### config.mk
export PLATFORM = sky130hd
export DESIGN_NAME = mr_pos_est
export DESIGN_NICKNAME = d
export VERILOG_FILES = /design/src/rtl/mr_pos_pkg.sv /design/src/rtl/mr_pos_ctrl.sv /design/src/rtl/mr_pos_norm.sv /design/src/rtl/mr_pos_dp.sv /design/src/rtl/mr_pos_est.sv
export SDC_FILE = /design/constraint.sdc
export NUM_CORES = 2
export LEC_CHECK = 0
export CAP_MARGIN = 30
export CORE_UTILIZATION = 55
export CTS_CLUSTER_DIAMETER = 50
export DETAILED_ROUTE_END_ITERATION = 6
export DONT_BUFFER_PORTS = 1
export PLACE_DENSITY_LB_ADDON = 0.25
export SLEW_MARGIN = 10
export SYNTH_ARGS = -nofsm -noshare
export SYNTH_HDL_FRONTEND = slang
export SYNTH_HIERARCHICAL = 1
export SYNTH_SLANG_ARGS = --single-unit
### constraint.sdc
create_clock -name clk -period 7.05 [get_ports clk]
set_clock_uncertainty 0.15 [all_clocks]
set_input_delay 1.41 -clock clk [delete_from_list [all_inputs] [get_ports clk]]
set_output_delay 1.41 -clock clk [all_outputs]
set_load 0.02 [all_outputs]
### src/rtl/mr_pos_pkg.sv
package mr_pos_pkg;

  // Strobes handed from the control sequencer to the datapath
  typedef struct packed {
    logic ldNorm;     // capture and normalise a sample pair
    logic ldTrack;    // update region, quarter count and in-quarter value
    logic ldOut;      // form the output position
    logic firstSamp;  // the sample in the tracking stage is the first since reset
  } ctlStrobes_t;

  // Region index: zero-based, following increasing position
  typedef enum logic [1:0] {
    REG_BHI = 2'd0,
    REG_AHI = 2'd1,
    REG_BLO = 2'd2,
    REG_ALO = 2'd3
  } region_e;

endpackage

### src/rtl/mr_pos_ctrl.sv
module mr_pos_ctrl
  import mr_pos_pkg::*;
(
  input  logic        clk,
  input  logic        rstN,
  input  logic        sampleValid,
  output ctlStrobes_t ctl,
  output logic        posValid
);

  logic normDone;
  logic trackDone;
  logic outDone;
  logic firstPend;

  always_ff @(posedge clk or negedge rstN) begin
    if (!rstN) begin
      normDone  <= 1'b0;
      trackDone <= 1'b0;
      outDone   <= 1'b0;
      firstPend <= 1'b1;
    end else begin
      normDone  <= sampleValid;
      trackDone <= normDone;
      outDone   <= trackDone;
      if (normDone) firstPend <= 1'b0;
    end
  end

  always_comb begin
    ctl.ldNorm    = sampleValid;
    ctl.ldTrack   = normDone;
    ctl.ldOut     = trackDone;
    ctl.firstSamp = normDone & firstPend;
  end

  assign posValid = outDone;

endmodule

### src/rtl/mr_pos_norm.sv
module mr_pos_norm #(
  parameter int SAMP_W      = 12,
  parameter int RECIP_W     = 16,
  parameter int RECIP_SHIFT = 12,
  parameter int NORM_W      = 18
) (
  input  logic                     clk,
  input  logic                     rstN,
  input  logic                     ld,
  input  logic [SAMP_W-1:0]        samp,
  input  logic [SAMP_W-1:0]        off,
  input  logic [RECIP_W-1:0]       recip,
  output logic signed [NORM_W-1:0] xN
);

  localparam int DIFF_W = SAMP_W + 1;
  localparam int PROD_W = DIFF_W + RECIP_W + 1;

  logic signed [DIFF_W-1:0] diff;
  logic signed [PROD_W-1:0] prod;

  always_comb begin
    diff = $signed({1'b0, samp}) - $signed({1'b0, off});
    prod = diff * $signed({1'b0, recip});
  end

  always_ff @(posedge clk or negedge rstN) begin
    if (!rstN) xN <= '0;
    else if (ld) xN <= NORM_W'(prod >>> RECIP_SHIFT);
  end

endmodule

### src/rtl/mr_pos_dp.sv
module mr_pos_dp
  import mr_pos_pkg::*;
#(
  parameter int SAMP_W      = 12,
  parameter int RECIP_W     = 16,
  parameter int RECIP_SHIFT = 12,
  parameter int NORM_W      = 18,
  parameter int NORM_FRAC   = 12,
  parameter int POS_W       = 24,
  parameter int CNT_W       = 16,
  parameter int PITCH       = 8192,
  parameter int SLOPE       = 1448,
  parameter int THRESH      = 2896
) (
  input  logic                          clk,
  input  logic                          rstN,
  input  ctlStrobes_t                   ctl,
  input  logic [1:0][SAMP_W-1:0]        samp,
  input  logic [1:0][SAMP_W-1:0]        off,
  input  logic [1:0][RECIP_W-1:0]       recip,
  output logic signed [POS_W-1:0]       posOut
);

  localparam int EIGHTH  = PITCH / 8;
  localparam int QUARTER = PITCH / 4;
  localparam int NEG_THR = -THRESH;

  logic signed [NORM_W-1:0] xN [2];

  // one normaliser per channel: index 0 is A, index 1 is B
  for (genvar ch = 0; ch < 2; ch++) begin : g_chan
    mr_pos_norm #(
      .SAMP_W     (SAMP_W),
      .RECIP_W    (RECIP_W),
      .RECIP_SHIFT(RECIP_SHIFT),
      .NORM_W     (NORM_W)
    ) u_norm (
      .clk  (clk),
      .rstN (rstN),
      .ld   (ctl.ldNorm),
      .samp (samp[ch]),
      .off  (off[ch]),
      .recip(recip[ch]),
      .xN   (xN[ch])
    );
  end

  logic [1:0]               regIdx;
  logic [1:0]               nextIdx;
  logic [3:0]               hit;
  logic                     stepUp;
  logic                     stepDn;
  logic signed [CNT_W-1:0]  passCnt;
  logic signed [POS_W-1:0]  localReg;
  logic signed [POS_W-1:0]  pos0;
  logic signed [31:0]       slopeA;
  logic signed [31:0]       slopeB;
  logic signed [31:0]       localComb;
  logic signed [31:0]       sumComb;

  // region conditions
  always_comb begin
    hit[REG_BHI] = (xN[1] >= THRESH);
    hit[REG_AHI] = (xN[0] >= THRESH);
    hit[REG_BLO] = (xN[1] <= NEG_THR);
    hit[REG_ALO] = (xN[0] <= NEG_THR);
    case (hit)
      4'b0001: nextIdx = REG_BHI;
      4'b0010: nextIdx = REG_AHI;
      4'b0100: nextIdx = REG_BLO;
      4'b1000: nextIdx = REG_ALO;
      default: nextIdx = regIdx;   // ambiguous or empty: hold
    endcase
    stepUp = !ctl.firstSamp && (nextIdx == regIdx + 2'd1);
    stepDn = !ctl.firstSamp && (nextIdx == regIdx - 2'd1);
  end

  // piecewise-linear interpolation within the selected quarter
  always_comb begin
    slopeA = (32'(xN[0]) * SLOPE) >>> NORM_FRAC;
    slopeB = (32'(xN[1]) * SLOPE) >>> NORM_FRAC;
    case (nextIdx)
      REG_BHI: localComb = EIGHTH + slopeA;
      REG_AHI: localComb = EIGHTH - slopeB;
      REG_BLO: localComb = EIGHTH - slopeA;
      default: localComb = EIGHTH + slopeB;
    endcase
    sumComb = 32'(localReg) + 32'(passCnt) * QUARTER - 32'(pos0);
  end

  always_ff @(posedge clk or negedge rstN) begin
    if (!rstN) begin
      regIdx   <= REG_BHI;
      passCnt  <= '0;
      localReg <= '0;
      pos0     <= '0;
    end else if (ctl.ldTrack) begin
      regIdx   <= nextIdx;
      localReg <= POS_W'(localComb);
      if (ctl.firstSamp) pos0 <= POS_W'(localComb);
      if (stepUp)      passCnt <= passCnt + CNT_W'(1);
      else if (stepDn) passCnt <= passCnt - CNT_W'(1);
    end
  end

  always_ff @(posedge clk or negedge rstN) begin
    if (!rstN) posOut <= '0;
    else if (ctl.ldOut) posOut <= POS_W'(sumComb);
  end

endmodule

### src/rtl/mr_pos_est.sv
module mr_pos_est
  import mr_pos_pkg::*;
#(
  parameter int SAMP_W      = 12,
  parameter int RECIP_W     = 16,
  parameter int RECIP_SHIFT = 12,
  parameter int NORM_W      = 18,
  parameter int NORM_FRAC   = 12,
  parameter int POS_W       = 24,
  parameter int CNT_W       = 16,
  parameter int PITCH       = 8192,
  parameter int SLOPE       = 1448,
  parameter int THRESH      = 2896
) (
  input  logic                    clk,
  input  logic                    rstN,
  input  logic                    sampleValid,
  input  logic [SAMP_W-1:0]       sampA,
  input  logic [SAMP_W-1:0]       sampB,
  input  logic [SAMP_W-1:0]       offA,
  input  logic [SAMP_W-1:0]       offB,
  input  logic [RECIP_W-1:0]      recipA,
  input  logic [RECIP_W-1:0]      recipB,
  output logic signed [POS_W-1:0] posOut,
  output logic                    posValid
);

  ctlStrobes_t ctl;

  mr_pos_ctrl u_ctrl (
    .clk        (clk),
    .rstN       (rstN),
    .sampleValid(sampleValid),
    .ctl        (ctl),
    .posValid   (posValid)
  );

  mr_pos_dp #(
    .SAMP_W     (SAMP_W),
    .RECIP_W    (RECIP_W),
    .RECIP_SHIFT(RECIP_SHIFT),
    .NORM_W     (NORM_W),
    .NORM_FRAC  (NORM_FRAC),
    .POS_W      (POS_W),
    .CNT_W      (CNT_W),
    .PITCH      (PITCH),
    .SLOPE      (SLOPE),
    .THRESH     (THRESH)
  ) u_dp (
    .clk   (clk),
    .rstN  (rstN),
    .ctl   (ctl),
    .samp  ({sampB, sampA}),
    .off   ({offB, offA}),
    .recip ({recipB, recipA}),
    .posOut(posOut)
  );

endmodule

======== Word-level counts from Yosys, hierarchy flattened ========
Index checks and enable logic that the tools add are counted.
storage, ports and cells
  logic and storage cells ................. 51
  flip-flop bits (word level) ............. 130
  input bits .............................. 83
operators by class
  equal/unequal tests ..................... 8
  $add $sub $neg .......................... 12
  multiply operators ...................... 4
  $lt $le $gt $ge ......................... 4
  bitwise logic cells ..................... 1
  muxes and demuxes ....................... 4
  reductions and logical operators ........ 7
operators by type and width
  cell                      number
  $pmux W24 S3              1
  $mul A13 B17 Y30          2
  $mul A18 B9 Y27 const B   2
  $add A12 B18 Y19 const A  2
  $sub A12 B18 Y19 const A  2
  $ge A18 B13 Y1 const B    2
  $le A18 B13 Y1 const B    2
  $mux W16                  2
  $sub A12 B12 Y13          2
  $add A24 B24 Y24          1
  $sub A24 B24 Y24          1
  $add A16 B2 Y16 const B   1
  $sub A16 B2 Y16 const B   1
  $pmux W2 S4               1
  $eq A2 B2 Y1              2
  $eq A4 B1 Y1 const B      1
  $eq A4 B2 Y1 const B      1
  $eq A4 B3 Y1 const B      1
  $eq A4 B4 Y1 const B      1
  $reduce_and A2 Y1         2
  $add A2 B1 Y2 const B     1
  $eq A2 B1 Y1 const B      1
  $eq A2 B2 Y1 const B      1
  $logic_and A1 B1 Y1       2
  5 further kinds           5

======== Longest topological paths before layout ========
  depth in word-level cells ............... 7
  gate-level depth with buffers ........... 32
  mapped depth without buffers ............ 31

======== Cells and area by module ========
Netlist, hierarchy kept.
by module, submodules not included
  module                                area each (µm²)  cells an instance  times used  sequential area each (µm²)
  mr_pos_dp                             13550.5          1568               1           1926.8
  mr_pos_norm at u_dp.g_chan[1].u_norm  8799.7           1028               1           450.4
  mr_pos_norm at u_dp.g_chan[0].u_norm  8174.1           907                1           450.4
  mr_pos_ctrl                           140.1            9                  1           101.3

======== Least setup slack after synthesis ========
No wires, ideal clock.
  path kind ............................... input port to flip-flop
  start ................................... in offA[1]
  end ..................................... reg u_dp.g_chan[0].u_norm.xN[16]
  stages on the path ...................... 29
  data required time ...................... 6782 ps
  path buffers ............................ 1
  library setup time ...................... 118 ps
  arrival ................................. 8570 ps
  setup slack ............................. -1788 ps
  cells stage by stage .................... inv_1 -> ha_1 -> nor2b_1 -> o21ai_1 -> a21boi_1 -> o21ai_1 -> a211oi_1 -> o31a_1 -> o31ai_4 -> buf_6 -> mux2_1 -> fa_1 -> fa_1 -> inv_1 -> fa_1 -> fa_1 -> fa_1 -> inv_1 -> fa_1 -> inv_1 -> ha_1 -> o211ai_1 -> a21boi_0 -> o2111ai_1 -> o21a_4 -> nor3_1 -> or4_1 -> and3_1 -> a21o_1
on the way
  word-level cells in the longest chain between the ends .. 2
RTL lines
  item                  RTL line           source
  start, declared       mr_pos_est.sv:20   input logic [SAMP_W-1:0] offA,
  $sub A12 B12 Y13      mr_pos_norm.sv:23  diff = $signed({1'b0, samp}) - $signed({1'b0, off});
  $mul A13 B17 Y30      mr_pos_norm.sv:24  prod = diff * $signed({1'b0, recip});
  end signal, assigned  mr_pos_norm.sv:29  else if (ld) xN <= NORM_W'(prod >>> RECIP_SHIFT);
  end, declared         mr_pos_norm.sv:13  output logic signed [NORM_W-1:0] xN
Every way passes these cells.
A chain may end at the register's enable or synchronous reset.

======== Worst setup path in the final report ========
  start ................................... in sampA[0]
  end ..................................... reg u_dp.g_chan[0].u_norm.xN[16]
on the way
  word-level cells in the longest chain between the ends .. 2
RTL lines
  item              RTL line           source
  start, declared   mr_pos_est.sv:18   input logic [SAMP_W-1:0] sampA,
  $sub A12 B12 Y13  mr_pos_norm.sv:23
  $mul A13 B17 Y30  mr_pos_norm.sv:24
Every way passes these cells.

==> qor.yml <==
status: "finished, violations left"
violations: "negative setup slack"
drt_iter0_drc: 1407
grt_pass1_wl_microns: 119300
reg2reg_slack_ns: 0.76
whs_ns: 0.3252
first_pass_iters: 6
rows: 86
layout-drive-gt1-share_pct: 17.84
insertedDiodeCount: 0
hpwlAfterDp_microns: 57040
cpMaxStageDelayCell: "fa_1"
grt-ovfl-total: 0
cpPeakStageDelay_ns: 0.51
synth_seq_area_share_pct: 9.552
holdBufCountCts: 0
ys_top_cells_by_count: "706 x inv_1, 455 x ha_1, 416 x fa_1"
clk_pin_slew_worst_paths_ns: 0.06
syn_to_final_growth_pct: 15.89
groute.usage.overall_pct: 25.44
synth_seq_cells: 117
grt_max_degree: 118
fin_cells: 4465
cap_violations: 0
synth_area_leaders: "fa_1 27%, ha_1 19%, dfrtp_1 9.5%"
setup_viol: 32
cts-root-buf: "clkbuf_16"
netlist_instances: 3512
route.detailed.drc: 0
cts_tree: "done"
synth_edf_count: 0
crit_top_cell: "fa_1"
synthDistinctLibCells: 111
die_h_microns: 238.1
vias: 24140
worstMarginPinSlew_ns: 0.8955
postRouteAntennaNets: 0
layout_setup_ws_ns: -0.9009
slew_headroom_pct: 40.16
cts_sinks: 117
period_minus_slack_ns: 7.951
antenna_found_initial: 0
numCtsBuffers: 17
cts_max_level: 4
place.gp.congestion: 0.9265
core_area_sq_mm: 0.05509
worstReg2RegStart: "u_dp/g_chan[0].u_norm/xN[6]"
synth_top_area_share_pct: 27.16
synth_top_cell_by_area: "fa_1"
min_period_over_period_pct: 112.8
hold_start: "u_dp/pos0[2]"
critical_path_arrival_ns: 8.13
path_max_fanout: 6
layout.nets: 4658
synth.net_count: 4466
start_util_pct: 55.66
critPathRequiredTime_ns: 7.23
grt_setup_unrepaired: "true"
crit_start: "sampA[0]"
portBuffers: 0
dieArea_sq_mm: 0.05670
end_kind: "register"
syn_area_sq_mm: 0.03066
ys_warn_count: 6
grt_pass1_vias: 24520
worstSetupPathType: "in2reg"
wire_per_inst_microns: 15.88
dp.cells: 4387
drv_slew: 0
viasPerCell: 5.407
avgSynthCellArea_sq_um: 8.731
ios: 108
pre_cts_ws_ns: -1.616
wl_microns: 70910
insertion_delay_ns: 0.44
max_freq_mhz: 125.8
ys.flop_type: "dfrtp_1"
start_kind: "primary input"
synth_most_common_cell: "inv_1"
die_x_microns: 238.1
hold_viol: 0
hp-class: "reg2reg"
clockBufferDepth: 2
synthArstFlopShare_pct: 100.0
[path summary, 6_finish.rpt]
kind                                                      to  cells past startpoint
worst max register to register             u_dp/localReg[14]                     18
worst max-delay path            u_dp/g_chan[0].u_norm/xN[16]                     31
worst min register to register                  u_dp/pos0[2]                      2
worst min-delay path                            u_dp/pos0[2]                      2
max in group asynchronous                   u_ctrl/firstPend                      0
min in group asynchronous                     u_dp/posOut[1]                      0
[worst max-delay path: cells and delay by family]
| kind | cells | cell delay, ns |
|---|---|---|
| adder cells (fa/ha/maj) | 9 | 3.57 |
| AO/OA/AOI/OAI | 11 | 1.82 |
| AND/OR/NAND/NOR | 5 | 0.85 |
| buffers and inverters | 6 | 0.45 |
[through the flow]
step / cell area (sq um) / TNS (ns) / utilization, %
detailed placement: 33350 / -41.09 / 60.54
CTS: 34930 / -15.33 / 63.40
global route: 35540 / -26.31 / 64.50
global placement: 33300 / -39.65 / 60.44
floorplan: 30980 / -30.97 / -
finish: 35540 / -18.83 / 64.50
[kinds of logic (layout without fill, tap and decap cells)]
logic type | Yosys count | count (layout) | share of synthesized area (%)
mux | 78 | 78 | 2.799
xor+xnor | 129 | 129 | 3.684
fa+ha+maj | 871 | 871 | 45.72
flops | 117 | 117 | 9.552
compound gates | 549 | 549 | 12.76
simple gates | 923 | 923 | 15.04
buf+inv | 845 | 1050 | 10.45
[layer usage]
layer	GRT usage [%]	routed length [microns]	vias to the layer above
li1	-	-	11800
met5	0	0	-
met3	3.100	3415	66
met4	6.274	1323	0
met2	42.56	33410	549
met1	34.99	32760	11730
[registers in the layout (all words and copies together) (netlist names)]
signal                 cells
u_dp/posOut               24
u_ctrl/posValid            1
u_dp/passCnt              13
u_dp/localReg             19
u_ctrl/firstPend           1
u_ctrl/normDone            1
u_dp/regIdx                2
u_dp/g_chan.u_norm/xN     36
u_ctrl/trackDone           1
u_dp/pos0                 19
[cell usage in the layout (no fill, tap or decap), drive strengths merged, types with 7 or more instances in the layout]
master | Yosys | routed
a211oi | 18 | 18
a21o | 49 | 49
a21oi | 147 | 147
a221oi | 15 | 15
a31oi | 29 | 29
and2 | 80 | 80
and3 | 12 | 12
and4 | 15 | 15
buf | 16 | 310
clkbuf | 120 | 19
dfrtp | 116 | 116
fa | 416 | 416
ha | 455 | 455
inv | 706 | 715
mux2 | 59 | 59
mux2i | 19 | 19
nand2 | 372 | 372
nand2b | 68 | 68
nand3 | 41 | 41
nand3b | 30 | 30
nand4 | 28 | 28
nor2 | 123 | 123
nor2b | 36 | 36
nor3 | 57 | 57
nor4 | 9 | 9
o2111ai | 12 | 12
o211a | 7 | 7
o211ai | 28 | 28
o21a | 19 | 19
o21ai | 99 | 99
o21bai | 19 | 19
o221ai | 7 | 7
o311ai | 14 | 14
o31ai | 16 | 16
o41ai | 8 | 8
or2 | 17 | 17
xnor2 | 87 | 87
xor2 | 42 | 42
[cell type report]
cell class,count,area [sq um]
well taps,748,935.9
fillers,4538,19560
clock inverters,13,135.1
inverters,708,2688
multi-input cells,2550,25900
repair buffers,310,2504
clock buffers,19,442.9
flip-flops and latches,117,2929
[repair_timing]
item | 4_1_cts | 5_1_grt
endpoints found under the setup margin | 35 | 36
buffers inserted | 37 | 25
pin swaps | 83 | 111
resized for setup | 142 | 112
endpoints found under the hold margin | 0 | 0
Power is left out: the tool's default activity adds up to more than one toggle a clock period on the data nets, which glitch-free logic cannot reach.
